==> config.mk <==
export PLATFORM = sky130hd
export DESIGN_NAME = i2s_tx_serializer
export DESIGN_NICKNAME = d
export VERILOG_FILES = /design/src/rtl/i2s_tx_pkg.sv /design/src/rtl/i2s_tx_bclk_div.sv /design/src/rtl/i2s_tx_slot_seq.sv /design/src/rtl/i2s_tx_sd_out.sv /design/src/rtl/i2s_tx_serializer.sv
export SDC_FILE = /design/constraint.sdc
export NUM_CORES = 1
export LEC_CHECK = 0
export CORE_ASPECT_RATIO = 1.1
export CORE_MARGIN = 10
export CORE_UTILIZATION = 35
export CTS_CLUSTER_SIZE = 28
export DETAILED_ROUTE_END_ITERATION = 10
export DONT_BUFFER_PORTS = 1
export PLACE_DENSITY_LB_ADDON = 0.3
export SLEW_MARGIN = 0
export SYNTH_ARGS = -nofsm -noshare
export SYNTH_HDL_FRONTEND = slang
export SYNTH_SLANG_ARGS = --single-unit
==> constraint.sdc <==
create_clock -name clk_i -period 10.6 [get_ports clk_i]
set_input_delay 1.59 -clock clk_i [delete_from_list [all_inputs] [get_ports clk_i]]
set_output_delay 1.59 -clock clk_i [all_outputs]
set_load 0.05 [all_outputs]
==> src/rtl/i2s_tx_pkg.sv <==
package i2s_tx_pkg;
  localparam int unsigned PKG_DATA_W  = 32;
  localparam int unsigned PKG_RATIO_W = 8;
  localparam int unsigned PKG_RES_W   = 6;
endpackage

==> src/rtl/i2s_tx_bclk_div.sv <==
module i2s_tx_bclk_div #(
  parameter int unsigned RATIO_W = 8,
  localparam int unsigned CNT_W  = RATIO_W + 1
) (
  input  logic               clk_i,
  input  logic               rst_ni,
  input  logic               run_i,
  input  logic [RATIO_W-1:0] ratio_i,
  output logic               bclk_o,
  output logic               fall_o
);
  logic [CNT_W-1:0] cnt_q;
  logic [CNT_W-1:0] phase_len;
  logic             wrap;
  logic             bclk_q;

  assign phase_len = {1'b0, ratio_i} + CNT_W'(2);
  assign wrap      = (cnt_q == phase_len - 1'b1);

  always_ff @(posedge clk_i or negedge rst_ni) begin
    if (!rst_ni) begin
      cnt_q  <= '0;
      bclk_q <= 1'b0;
    end else if (!run_i) begin
      cnt_q  <= '0;
      bclk_q <= 1'b0;
    end else if (wrap) begin
      cnt_q  <= '0;
      bclk_q <= ~bclk_q;
    end else begin
      cnt_q  <= cnt_q + 1'b1;
    end
  end

  assign bclk_o = bclk_q;
  assign fall_o = run_i & bclk_q & wrap;
endmodule

==> src/rtl/i2s_tx_slot_seq.sv <==
module i2s_tx_slot_seq #(
  parameter int unsigned RATIO_W = 8,
  parameter int unsigned RES_W   = 6,
  parameter int unsigned POS_W   = 5,
  localparam int unsigned SLOT_W = RES_W + 1
) (
  input  logic               clk_i,
  input  logic               rst_ni,
  input  logic               enable_i,
  input  logic [RATIO_W-1:0] ratio_i,
  input  logic [RES_W-1:0]   res_i,
  input  logic               fall_i,
  input  logic               fifo_empty_i,
  output logic               run_o,
  output logic [RATIO_W-1:0] ratio_o,
  output logic [RES_W-1:0]   res_o,
  output logic               upd_o,
  output logic               stop_o,
  output logic               load_o,
  output logic               take_o,
  output logic [POS_W-1:0]   bitpos_o,
  output logic               ws_o
);
  logic               run_q, zero_q, ws_q;
  logic [RATIO_W-1:0] ratio_q;
  logic [RES_W-1:0]   res_q, res_n;
  logic [SLOT_W-1:0]  slot_q, slot_n, res_ext, frame_len, j, pos_full, nxt1;
  logic               start, adv, last, stop, upd, half, load, take, ws_n;

  assign start     = !run_q & enable_i;
  assign adv       = run_q & fall_i;
  assign res_n     = start ? res_i : res_q;
  assign res_ext   = {1'b0, res_n};
  assign frame_len = res_ext << 1;
  assign last      = (slot_q == frame_len - 1'b1);
  assign stop      = adv & last & !enable_i;
  assign upd       = start | (adv & !stop);
  assign slot_n    = (start || last) ? '0 : slot_q + 1'b1;
  assign half      = (slot_n >= res_ext);
  assign j         = half ? slot_n - res_ext : slot_n;
  assign pos_full  = res_ext - 1'b1 - j;
  assign load      = upd & (j == '0);
  // word select leads the data by one slot
  assign nxt1      = slot_n + 1'b1;
  assign ws_n      = (nxt1 == frame_len) ? 1'b0 : (nxt1 >= res_ext);

  always_comb begin
    take = 1'b0;
    if (load && !start) begin
      if (slot_n == '0) take = !fifo_empty_i;
      else              take = !zero_q & !fifo_empty_i;
    end
  end

  always_ff @(posedge clk_i or negedge rst_ni) begin
    if (!rst_ni) begin
      run_q   <= 1'b0;
      zero_q  <= 1'b1;
      ws_q    <= 1'b0;
      slot_q  <= '0;
      ratio_q <= '0;
      res_q   <= RES_W'(2);
    end else begin
      if (start) begin
        run_q   <= 1'b1;
        ratio_q <= ratio_i;
        res_q   <= res_i;
        zero_q  <= 1'b1;
      end else if (upd && slot_n == '0) begin
        zero_q  <= fifo_empty_i;
      end
      if (stop) begin
        run_q  <= 1'b0;
        ws_q   <= 1'b0;
        slot_q <= '0;
      end else if (upd) begin
        ws_q   <= ws_n;
        slot_q <= slot_n;
      end
    end
  end

  assign run_o    = run_q;
  assign ratio_o  = ratio_q;
  assign res_o    = res_q;
  assign upd_o    = upd;
  assign stop_o   = stop;
  assign load_o   = load;
  assign take_o   = take;
  assign bitpos_o = pos_full[POS_W-1:0];
  assign ws_o     = ws_q;
endmodule

==> src/rtl/i2s_tx_sd_out.sv <==
module i2s_tx_sd_out #(
  parameter int unsigned DATA_W = 32,
  parameter int unsigned POS_W  = 5
) (
  input  logic              clk_i,
  input  logic              rst_ni,
  input  logic              upd_i,
  input  logic              stop_i,
  input  logic              load_i,
  input  logic              take_i,
  input  logic [POS_W-1:0]  bitpos_i,
  input  logic [DATA_W-1:0] data_i,
  output logic              sd_o
);
  logic [DATA_W-1:0] word_q, word_n;
  logic              sd_q;

  assign word_n = take_i ? data_i : '0;

  always_ff @(posedge clk_i or negedge rst_ni) begin
    if (!rst_ni) begin
      word_q <= '0;
      sd_q   <= 1'b0;
    end else begin
      if (stop_i)      sd_q <= 1'b0;
      else if (upd_i)  sd_q <= load_i ? word_n[bitpos_i] : word_q[bitpos_i];
      if (load_i)      word_q <= word_n;
    end
  end

  assign sd_o = sd_q;
endmodule

==> src/rtl/i2s_tx_serializer.sv <==
module i2s_tx_serializer
  import i2s_tx_pkg::*;
#(
  parameter int unsigned DATA_W  = PKG_DATA_W,
  parameter int unsigned RATIO_W = PKG_RATIO_W,
  parameter int unsigned RES_W   = PKG_RES_W,
  localparam int unsigned POS_W  = $clog2(DATA_W)
) (
  input  logic               clk_i,
  input  logic               rst_ni,
  input  logic               enable_i,
  input  logic [RATIO_W-1:0] ratio_i,
  input  logic [RES_W-1:0]   res_i,
  input  logic               fifo_empty_i,
  input  logic [DATA_W-1:0]  fifo_data_i,
  output logic               fifo_pop_o,
  output logic               bclk_o,
  output logic               ws_o,
  output logic               sd_o
);
  logic               run, fall, upd, stop, load, take;
  logic [RATIO_W-1:0] ratio_lat;
  logic [RES_W-1:0]   res_lat;
  logic [POS_W-1:0]   bitpos;

  i2s_tx_bclk_div #(.RATIO_W(RATIO_W)) u_div (
    .clk_i   (clk_i),
    .rst_ni  (rst_ni),
    .run_i   (run),
    .ratio_i (ratio_lat),
    .bclk_o  (bclk_o),
    .fall_o  (fall)
  );

  i2s_tx_slot_seq #(.RATIO_W(RATIO_W), .RES_W(RES_W), .POS_W(POS_W)) u_seq (
    .clk_i        (clk_i),
    .rst_ni       (rst_ni),
    .enable_i     (enable_i),
    .ratio_i      (ratio_i),
    .res_i        (res_i),
    .fall_i       (fall),
    .fifo_empty_i (fifo_empty_i),
    .run_o        (run),
    .ratio_o      (ratio_lat),
    .res_o        (res_lat),
    .upd_o        (upd),
    .stop_o       (stop),
    .load_o       (load),
    .take_o       (take),
    .bitpos_o     (bitpos),
    .ws_o         (ws_o)
  );

  i2s_tx_sd_out #(.DATA_W(DATA_W), .POS_W(POS_W)) u_sd (
    .clk_i    (clk_i),
    .rst_ni   (rst_ni),
    .upd_i    (upd),
    .stop_i   (stop),
    .load_i   (load),
    .take_i   (take),
    .bitpos_i (bitpos),
    .data_i   (fifo_data_i),
    .sd_o     (sd_o)
  );

  assign fifo_pop_o = take;
endmodule

==> Word level (Yosys, flattened, before mapping) <==
Cells that the tools add are included.
{ "word_totals": {"in_bits": 50, "ff_bits": 67} }
{ "classes": {"n_addsub": 9, "muxes": 26, "n_eq_ne": 4, "n_bitwise": 11, "magnitude_cmp": 3, "n_reduce_logical": 14} }
{ "op_table": {"columns": ["op", "count"], "rows": [
  ["$mux 32", 1],
  ["$mux 7", 4],
  ["$mux 9", 2],
  ["$mux 1", 16],
  ["$add 7x1->7 const B", 2],
  ["$eq 7x7->1", 2],
  ["$ge 7x6->1", 2],
  ["$logic_not 7->1", 2],
  ["$bmux 1 s5", 2],
  ["$add 8x2->9 const B", 1],
  ["$add 9x1->9 const B", 1],
  ["$and 1x1->1", 9],
  ["$eq 9x9->1", 1],
  ["$sub 9x1->9 const B", 1],
  ["$sub 7x1->7 const B", 1],
  ["$sub 7x6->7", 1],
  ["$logic_not 1->1", 6],
  ["$lt 5x6->1 const B", 1],
  ["$mux 6", 1],
  ["$reduce_bool 2->1", 3],
  ["$sub 5x1->5 const B", 1],
  ["$sub 5x5->5", 1],
  ["$logic_and 1x1->1", 2],
  ["$ne 2x2->1 const B", 1],
  ["other kinds (3)", 3]
]} }

==> Depth between registers and ports, before layout <==
{ "depth": {"word_depth": 19, "ltp_mapped": 32, "ltp_nobuf": 27} }

==> Hierarchy <==
Synthesis repeated with hierarchy kept, for this count alone.
{ "unflattened": {"hier_cells": 599, "hier_area_um2": 5310.1} }
{ "by_module_without_submodules": {"columns": ["mod", "instances", "area_each_um2", "seq_area_each_um2", "cells_each"], "rows": [
  ["i2s_tx_slot_seq", 1, 2616.3, 603.1, 320],
  ["i2s_tx_sd_out", 1, 1918.1, 825.8, 197],
  ["i2s_tx_bclk_div", 1, 775.7, 250.2, 82]
]} }

==> Worst setup path after synthesis <==
Ideal clock, no wire load.
{ "synth_timing": {"kind": "input to output", "startpoint": "input port enable_i", "endpoint": "output port fifo_pop_o", "t_required_ns": 9.010, "path_buffers": 5, "arrival_time_ns": 6.724, "slack_ns": 2.286, "stages": 25, "path_cell_list": "nand2b_1 -> buf_4 -> buf_2 -> mux2i_1 -> ha_1 -> xor2_1 -> nand2_1 -> o21ba_2 -> mux2_1 -> o221ai_2 -> buf_4 -> nand3_1 -> inv_1 -> ha_1 -> nor2b_1 -> nand2_1 -> nor2_2 -> o41ai_4 -> nand2_1 -> o32a_1 -> a21oi_1 -> o22ai_1 -> clkbuf_1 -> clkbuf_1 -> nor2_1"} }
{ "synth_via": {"elab_chain_len": 12, "word_cells_on_any_way": 22, "cone_classes": "add/sub: 2; order compare: 1; eq/ne: 1; mux: 5; bitwise: 6; reduce/logical: 7"} }
{ "synth_rtl": {"columns": ["item", "line", "source"], "rows": [
  ["start: declaration", "i2s_tx_serializer.sv:11", "input logic enable_i,"],
  ["$and 1x1->1", "i2s_tx_slot_seq.sv:30", "assign start = !run_q & enable_i;"],
  ["$mux 6", "i2s_tx_slot_seq.sv:32", "assign res_n = start ? res_i : res_q;"],
  ["$sub 7x1->7", "i2s_tx_slot_seq.sv:35", "assign last = (slot_q == frame_len - 1'b1);"],
  ["$eq 7x7->1", "i2s_tx_slot_seq.sv:35", null],
  ["$logic_or 1x1->1 / $and 1x1->1 (equally long branches)", "i2s_tx_slot_seq.sv:38, i2s_tx_slot_seq.sv:36", null],
  ["$mux 7 / $and 1x1->1 (equally long branches)", "i2s_tx_slot_seq.sv:38, i2s_tx_slot_seq.sv:36", null],
  ["$sub 7x6->7, or another cell as far along", "i2s_tx_slot_seq.sv:40", "assign j = half ? slot_n - res_ext : slot_n;"],
  ["$mux 7 / $and 1x1->1 (equally long branches)", "i2s_tx_slot_seq.sv:40, i2s_tx_slot_seq.sv:37", null],
  ["$logic_not 7->1 / $or 1x1->1 (equally long branches)", "i2s_tx_slot_seq.sv:42, i2s_tx_slot_seq.sv:37", null],
  ["$and 1x1->1", "i2s_tx_slot_seq.sv:42", "assign load = upd & (j == '0);"],
  ["$logic_and 1x1->1", "i2s_tx_slot_seq.sv:49", "if (load && !start) begin"],
  ["$mux 1 *", "i2s_tx_slot_seq.sv:49", null],
  ["end: declaration", "i2s_tx_serializer.sv:16", "output logic fifo_pop_o,"]
]} }
Every way passes the cells marked *; elsewhere a longest branch is shown, timed or not.

==> Worst setup path after layout <==
Ends and elaborated chain as after synthesis.

==> reports/qor.json <==
{
  "fin_worst_skew_ns": 0.00753,
  "cp.required_ns": 9.01,
  "largest_net_degree_at_the_start_of_global_routing": 68,
  "globalplace.congestion": 0.879,
  "ff2ff_path_depth": 25,
  "synth_area_mm2": 0.00500,
  "timing.final.crit_share_pct": 85.0,
  "worstHoldPathCells": 2,
  "synthXorXnorAreaFrac_pct": 8.29,
  "report.final.setup_viol": 0,
  "detailed_place.area_mm2": 0.00516,
  "cts_hold_buf": 0,
  "synth_flop_cell": "dfrtp_1",
  "end_kind": "primary output",
  "syn-instance-count": 552,
  "post-route-worst-setup-slack_ns": 1.59,
  "transition_time_of_the_tightest_slew_check_pin_ns": 0.957,
  "dp_hpwl_mm": 9.37,
  "floorplan.initialDensity_pct": 35.9,
  "grtUsageMet3_pct": 6.14,
  "cts.clk_slew.worst_paths_ns": 0.05,
  "setup_total_negative_slack_ns": 0,
  "synth_area_leaders": "dfrtp_1, nand2_1, mux4_2, ha_1, o21ai_0",
  "irDropWorstVdd_v": 0.000144,
  "post_synth_num_cell_types": 67,
  "total_power_mw": 1.66,
  "numPortBuffers": 0,
  "critical_path.max_fanout": 67,
  "mappedNetlistNets": 624,
  "starting_drc_count_in_detailed_routing": 301,
  "globalRoute.busiestLayer": "met2",
  "synth-edff-count": 0,
  "ys_warn_count": 0,
  "run_status": "completed",
  "post-synth-top-area-fraction_pct": 32.6,
  "synth_top_family_by_area": "simple AND/OR/NAND/NOR gates",
  "tritoncts_clock_tree": "done",
  "antenna_cells_inserted": 0,
  "grt_first_pass_wirelength_mm": 20.7,
  "overflow": 0,
  "vias": 3921,
  "remaining_drc_errors": 0,
  "stdcell_area_mm2": 0.00546,
  "synth-seq-area-share_pct": 33.6,
  "crit-reg2reg-capture": "u_sd.sd_o$_DFFE_PN0P_",
  "ant_nets": 0,
  "placementRows": 45,
  "worstSetupStartpointType": "input pin",
  "timing.hold.worst_endpoint": "u_sd.word_q[14]$_DFFE_PN0N_",
  "drt_pre_antenna_iters": 7,
  "globalRouteMet2Util_pct": 21.4,
  "r2r-start": "u_seq.run_o$_DFFE_PN0P_",
  "grt_antenna_before_repair": 0,
  "final_max_slew_viol_count": 0,
  "synthSimpleGateAreaFrac_pct": 20.2,
  "setup_repair_after_global_routing_missed_its_margin": "false",
  "synth_seq_cells": 67,
  "die_w_um": 134,
  "first_global_vias": 4042,
  "pre_cts_slack_ns": 1.55,
  "layout_commonest_cell": "nand2_1",
  "worstSetupPathType": "input pin to primary output",
  "slew-limit-headroom_pct": 36.2,
  "area.growth.synth_to_final_pct": 9.34,
  "synth-compound-area-share_pct": 15.6,
  "timing.max_cap.violations": 0,
  "post-route-min-period_ns": 9.01,
  "drt-wirelength-per-cell_um": 16.8,
  "post_synth_fa_ha_maj_area_fraction_pct": 6.04,
  "route.final.wire_length_mm": 12.3,
  "max_freq_mhz": 111,
  "cts.repair.resized": 0,
  "clk_latency_ns": 0.34,
  "grt_util_met1_pct": 14.5,
  "hold_path.startpoint": "u_sd.word_q[14]$_DFFE_PN0N_",
  "synth_async_sr_flop_share_pct": 100,
  "core_area_mm2": 0.0139,
  "leading_cell_types_in_the_layout_fill_and_taps_excluded": "nand2_1, dfrtp_1, o21ai_0",
  "tritoncts.num_buffers": 9,
  "layout_nets": 611,
  "post_route_cells_drive_above_1_share_pct": 10.3,
  "grt_util_all_layers_pct": 13.0,
  "vias_per_cell": 5.36,
  "synth_mux_area_share_pct": 12.4,
  "power_density_mw_per_mm2": 304,
  "post-synth-top-area-cell": "dfrtp_1",
  "cts_num_sinks": 67,
  "regToRegSetupSlack_ns": 2.61,
  "longest_clk_path_bufs": 2,
  "cts_root_buf": "clkbuf_16",
  "h_tree_depth": 3,
  "worst_hold_path_type": "register to register",
  "die_ar_mm2": 0.0195,
  "cp.arrival_ns": 7.42,
  "cts_setup_buffers": 0,
  "power_leakage_nw": 2.39,
  "finalHoldViolations": 0,
  "top_level_i_o_count": 54,
  "avgSynthCellArea_um2": 9.05,
  "die_y_um": 145
}
[worst max-delay path, cell delays in order]
cell	delay, ns
nor2b_4	0.56
mux2i_1	0.54
ha_1	0.33
xor2_1	0.14
nand2_1	0.09
o21ba_2	0.17
mux2_1	0.33
o221ai_2	0.25
nand2_1	0.23
nor2_1	0.47
ha_1	0.35
nand2_1	0.15
nor2_2	0.09
o41ai_4	0.44
nand2_1	0.12
o32a_1	0.18
a21oi_1	0.21
o22ai_4	0.09
buf_4	0.31
nor2_1	0.74
[power breakdown]
group	total, mW	internal [mW]	leakage, nW	switching (mW)
Sequential	0.367	0.295	0.878	0.0723
Combinational	0.989	0.478	1.36	0.511
Clock	0.304	0.195	0.147	0.109
[registers in the layout (all words and copies together) (netlist names)]
name / flops
u_div.cnt_q: 9
u_seq.ratio_o: 8
u_sd.word_q: 32
u_seq.slot_q: 7
u_sd.sd_o: 1
u_div.bclk_o: 1
u_seq.res_o: 6
u_seq.run_o: 1
u_seq.ws_o: 1
u_seq.zero_q: 1
[worst max-delay path by stage]
stage	start	endpoint	slack (ns)	cells past startpoint
global placement	enable_i	fifo_pop_o	1.78	20
floorplan	enable_i	fifo_pop_o	2.29	25
global route	enable_i	fifo_pop_o	1.07	20
finish	enable_i	fifo_pop_o	1.59	20
CTS	enable_i	fifo_pop_o	1.62	20
detailed placement	enable_i	u_sd.sd_o$_DFFE_PN0P_	1.55	25
[final cells by class]
class,instances,area (µm²)
sequential,67,1680
clock buffer,14,264
multi-input combinational,438,3150
timing repair buffer,3,22.5
inverter,20,75.1
tap,188,235
clock inverter,2,35.0
fill,1413,8440
[Yosys cell counts, drive strengths merged, types with 8 or more instances]
library cell	count
nand3	18
nor2	32
xnor2	23
ha	20
o21ai	47
mux4	16
dfrtp	65
mux2i	23
buf	8
a21oi	20
clkbuf	19
nand2b	13
xor2	20
and3	9
nand2	110
inv	20
nor3	10
[metrics by stage]
stage	hold WS [ns]	utilization, %	instances
3_3_place_gp	0.458	37.1	716
3_5_place_dp	0.468	37.1	716
6_report	0.475	39.3	732
4_1_cts	0.478	39.3	732
2_1_floorplan	0.445	-	552
5_1_grt	0.499	39.3	732
[per-layer routing]
layer	vias up	share of wire [%]
li1	1912	-
met3	19	8.9
met4	0	1.5
met1	1889	41
met2	101	49
met5	-	0
[kinds of logic after synthesis]
group | after synthesis
AO/OA/AOI/OAI | 111
XOR/XNOR | 43
adder cells (fa/ha/maj) | 23
buffers and inverters | 47
flip-flops | 67
multiplexers | 40
AND/OR/NAND/NOR | 221
(Power assumes the default switching activity.)
